==> config.mk <==
export PLATFORM = sky130hd
export DESIGN_NAME = lcdDigitDecoder
export DESIGN_NICKNAME = d
export VERILOG_FILES = /design/src/rtl/lcdDigitPkg.sv /design/src/rtl/lcdDigitCtrl.sv /design/src/rtl/lcdDigitPath.sv /design/src/rtl/lcdDigitDecoder.sv
export SDC_FILE = /design/constraint.sdc
export NUM_CORES = 1
export LEC_CHECK = 0
export CAP_MARGIN = 10
export CORE_AREA = 2 2 39 41
export CTS_BUF_LIST = sky130_fd_sc_hd__clkbuf_4
export DETAILED_ROUTE_END_ITERATION = 16
export DIE_AREA = 0 0 41 43
export PLACE_DENSITY = 0.64
export SETUP_SLACK_MARGIN = 0.05
export SLEW_MARGIN = 20
export SYNTH_ARGS = -nofsm -noshare
export SYNTH_HDL_FRONTEND = slang
export SYNTH_HIERARCHICAL = 1
export SYNTH_SLANG_ARGS = --single-unit
==> constraint.sdc <==
create_clock -name clk -period 1.63 [get_ports clk]
set_input_delay 0.163 -clock clk [delete_from_list [all_inputs] [get_ports clk]]
set_output_delay 0.163 -clock clk [all_outputs]
set_load 0.03 [all_outputs]
==> src/rtl/lcdDigitPkg.sv <==
package lcdDigitPkg;
  localparam int CODE_W = 4;
  localparam int SEG_W  = 7;
  localparam int LAST_DIGIT = 9;

  typedef struct packed {
    logic load;
    logic blankAll;
    logic invert;
  } digitCtrl_t;
endpackage

==> src/rtl/lcdDigitCtrl.sv <==
module lcdDigitCtrl
  import lcdDigitPkg::*;
(
  input  logic       loadEn,
  input  logic       blank,
  input  logic       phase,
  output digitCtrl_t ctrl
);
  always_comb begin
    ctrl.load     = loadEn;
    ctrl.blankAll = blank;
    ctrl.invert   = phase;
  end
endmodule

==> src/rtl/lcdDigitPath.sv <==
module lcdDigitPath
  import lcdDigitPkg::*;
(
  input  logic              clk,
  input  logic              rst_n,
  input  digitCtrl_t        ctrl,
  input  logic [CODE_W-1:0] bcdIn,
  output logic [SEG_W-1:0]  seg
);
  logic [CODE_W-1:0] heldCode;
  logic [SEG_W-1:0]  glyph;
  logic [SEG_W-1:0]  gated;

  always_ff @(posedge clk or negedge rst_n) begin
    if (!rst_n)         heldCode <= '0;
    else if (ctrl.load) heldCode <= bcdIn;
  end

  always_comb begin
    unique case (heldCode)
      4'd0: glyph = 7'b1111110;
      4'd1: glyph = 7'b0110000;
      4'd2: glyph = 7'b1101101;
      4'd3: glyph = 7'b1111001;
      4'd4: glyph = 7'b0110011;
      4'd5: glyph = 7'b1011011;
      4'd6: glyph = 7'b1011111;
      4'd7: glyph = 7'b1110000;
      4'd8: glyph = 7'b1111111;
      4'd9: glyph = 7'b1111011;
      default: glyph = '0;
    endcase
  end

  always_comb begin
    gated = (ctrl.blankAll || (heldCode > CODE_W'(LAST_DIGIT))) ? '0 : glyph;
    seg   = gated ^ {SEG_W{ctrl.invert}};
  end
endmodule

==> src/rtl/lcdDigitDecoder.sv <==
module lcdDigitDecoder
  import lcdDigitPkg::*;
(
  input  logic       clk,
  input  logic       rst_n,
  input  logic       loadEn,
  input  logic [3:0] bcdIn,
  input  logic       blank,
  input  logic       phase,
  output logic [6:0] seg
);
  digitCtrl_t ctrl;

  lcdDigitCtrl u_ctrl (.loadEn(loadEn), .blank(blank), .phase(phase), .ctrl(ctrl));
  lcdDigitPath u_path (.clk(clk), .rst_n(rst_n), .ctrl(ctrl), .bcdIn(bcdIn), .seg(seg));
endmodule

==> impl_metrics.env, run 1 <==
export IMPL_status="finished, violations left"
export IMPL_violations="setup timing"
export IMPL_syn_area_um2=473.0
export IMPL_ys_top_cells_by_area="dfrtp_1 21%, ha_1 19%, xnor2_1 11%"
export IMPL_die_area_um2=1763
export IMPL_ys_top_cells_by_count="7 x ha_1, 6 x xnor2_1"
export IMPL_p_leak_nw=0.3904
export IMPL_r2r_setup_slack_ps=730
export IMPL_area_growth_pct=88.10
export IMPL_synth_compound_area_share_pct=13.49
export IMPL_synth_most_common_cell="ha_1"
export IMPL_cap_viol_max_count=0
export IMPL_rsz0062_at_grt="true"
export IMPL_ys_types=21
export IMPL_p_sw_mw=0.2341
export IMPL_antenna_left=0
export IMPL_regMostFlops="u_path/heldCode"
export IMPL_die_width_um=41
export IMPL_timing_fmax_mhz=520.1
export IMPL_cts_sinks=4
export IMPL_dr_first_iter_drc_count=0
export IMPL_syn_inst=52
export IMPL_largest_reg_flops=4
export IMPL_clkPwrFrac_pct=20.3
export IMPL_cp_required_ps=1470
export IMPL_cts_tree="built"
export IMPL_cts_max_level=1
export IMPL_p_sw_share_pct=38.16
export IMPL_yosysSeqAreaShare_pct=21.16
export IMPL_rr_startpoint="u_path/heldCode[3]$_DFFE_PN0P_"
export IMPL_overflow=0
export IMPL_synth_edf_count=0
export IMPL_slew_headroom_pct=78.86
export IMPL_cp_max_fo=4
export IMPL_synth_seq_cells=4
export IMPL_period_needed_ps=1923
export IMPL_yosys_area_top_type="dfrtp_1"
export IMPL_crit_path_end_kind="output pin"
export IMPL_place_gp_congestion=0.6964
export IMPL_antenna_cells=0
export IMPL_startpoint="u_path/heldCode[1]$_DFFE_PN0P_"
export IMPL_yosys_area_share_simple_pct=17.46
export IMPL_fin_setup_tns_ps=-1724
export IMPL_grt_antenna_before_repair=0
export IMPL_yosys_area_share_xor_xnor_pct=12.96
export IMPL_finalCritPeriodShare_pct=118.0
export IMPL_vias_per_cell=4.720
export IMPL_yosys_area_top_type_share_pct=21.16
export IMPL_place_port_buffers=15
export IMPL_final_setup_viol_count=7
export IMPL_p_per_area_nw_per_um2=689.5
export IMPL_syn_nets=68
export IMPL_synth_ff_type="dfrtp_1"
export IMPL_worst_slack_ps=-292.6
export IMPL_drt_total_wl_mm=1.044
export IMPL_cts_made_buffers=3
export IMPL_grt_pass1_wl_mm=1.821
export IMPL_die_h_um=43
export IMPL_final_nets=95
export IMPL_slew_violations=0
export IMPL_reg_largest_list="u_path/heldCode x4"
export IMPL_hold_path_class="input port to async pin"
export IMPL_combinationalPowerShare_pct=59.1
export IMPL_synthAdderAreaFrac_pct=18.52
export IMPL_drc_errors=0
export IMPL_synth_area_mux_share_pct=6.878
export IMPL_critPathArrivalTime_ps=1760
export IMPL_via_count=439
export IMPL_dr_pass1_iters=1
export IMPL_cts_buffer_depth=2
export IMPL_ir_worst_vdd_v=0.0004332
export IMPL_synth_top_family_by_area="adder cells"
export IMPL_grtUsageTotal_pct=15.54
export IMPL_ys_async_sr_fraction_pct=100.0
export IMPL_hold_violations=0
export IMPL_start_util_pct=34.18
export IMPL_seqPwrFrac_pct=20.6
export IMPL_grt_pass1_vias=444
export IMPL_rows=14
export IMPL_power_mw=0.6134
export IMPL_cts_root_buf="clkbuf_4"
export IMPL_yosys_warnings=6
export IMPL_syn_area_per_cell_um2=9.095
export IMPL_worstMarginPinSlew_ps=317.1
export IMPL_path_class="register to output pin"
export IMPL_core_um2=1384
export IMPL_ios=16
export IMPL_cellInternalPower_mw=0.3793
export IMPL_clkTransAtPathRegs_ps=40
export IMPL_finalClockSkew_ps=0
export IMPL_grt_max_degree=9
export IMPL_drive_above_1_share_pct=62.34
export IMPL_nFillCells=122
export IMPL_wl_per_cell_um=11.23
export IMPL_startpoint_type="register"
export IMPL_clkLatencyLatePin_ps=240
critical path, stage by stage, from the launching register on:
cell and delay, ps:
dfrtp_1 410, inv_2 140, ha_4 160, nor2_4 40
nor4b_4 240, buf_4 190, a21oi_2 50, xnor2_2 130
buf_6 150
metrics by stage:
step	util (%)	instances	hold WS, ps	instance area (µm²)	setup WS (ps)
2_1_floorplan	-	52	-132.6	548.0	-50.36
3_3_place_gp	53.16	86	379.5	735.7	-60.39
3_5_place_dp	53.16	86	378.8	735.7	-70.26
4_1_cts	62.48	91	125.2	864.6	-268.4
5_1_grt	64.29	93	131.0	889.6	-390.9
6_report	64.29	93	123.9	889.6	-292.6
metal layers:
layer / part of all wire [%] / routed length (µm) / track usage, % / vias to the layer above
li1: - / - / - / 221
met1: 33 / 343 / 15.36 / 198
met2: 59 / 614 / 26.56 / 16
met3: 5.4 / 56 / 2.094 / 4
met4: 2.8 / 29 / 12.00 / 0
met5: 0 / 0 / 0 / -
power groups by stage:
stage | combinational [mW] | sequential [mW] | clock, mW
floorplan | 0.206 | 0.121 | 0
global placement | 0.299 | 0.123 | 0
detailed placement | 0.301 | 0.123 | 0
CTS | 0.354 | 0.125 | 0.130
global route | 0.391 | 0.128 | 0.138
finish | 0.363 | 0.126 | 0.124
placed cells by master (no fill, tap or decap), drive strengths merged:
cell and count:
o21a 1, xnor2 6, inv 2, nand3b 1
or2 1, nor4b 1, nor2 4, clkbuf 3
buf 19, a211oi 1, clkdlybuf4s50 8, mux2i 1
xor2 1, a221oi 1, a21oi 4, ha 7
nand2 4, dfrtp 4, o21ai 4, mux2 2
nand2b 2
worst paths after layout:
| path | to | cells past startpoint |
|---|---|---|
| min | u_path/heldCode[1]$_DFFE_PN0P_ | 1 |
| min reg2reg | u_path/heldCode[2]$_DFFE_PN0P_ | 2 |
| max | seg[0] | 8 |
| max reg2reg | u_path/heldCode[3]$_DFFE_PN0P_ | 1 |
| min in group clk | u_path/heldCode[0]$_DFFE_PN0P_ | 3 |
| max in group asynchronous | u_path/heldCode[0]$_DFFE_PN0P_ | 1 |
logic make-up (layout without fill, tap and decap cells):
family | count (synthesis) | count (layout)
AOI/OAI and AO/OA | 11 | 11
xor gates and xnor gates | 7 | 7
adders and majority gates | 7 | 7
buffers and inverters | 7 | 32
DFF | 4 | 4
muxes | 3 | 3
and+or+nand+nor | 13 | 13
area by class of cell:
| type | count | area (µm²) | share of cell area [%] |
|---|---|---|---|
| repair buffers | 27 | 261.5 | 29.40 |
| multi-input cells | 41 | 474.2 | 53.31 |
| flip-flops and latches | 4 | 101.3 | 11.39 |
| clock buffers | 3 | 22.52 | 2.532 |
| inverters | 2 | 10.01 | 1.125 |
| well taps | 16 | 20.02 | 2.250 |
what timing repair did:
item	4_1_cts	5_1_grt
setup buffers	2	2
hold buffers	0	0
cloned	0	0
setup endpoints to repair	7	7
resized for setup	21	3
pin swaps	2	1
Power figures use the tool's default switching activity.
==> inputs of run 2 (changes only) <==
Settings changed: GPL_ROUTABILITY_DRIVEN set to 0.
==> results of run 2 <==
Same layout as run 1: the final DEF is identical, and so are final timing and power.
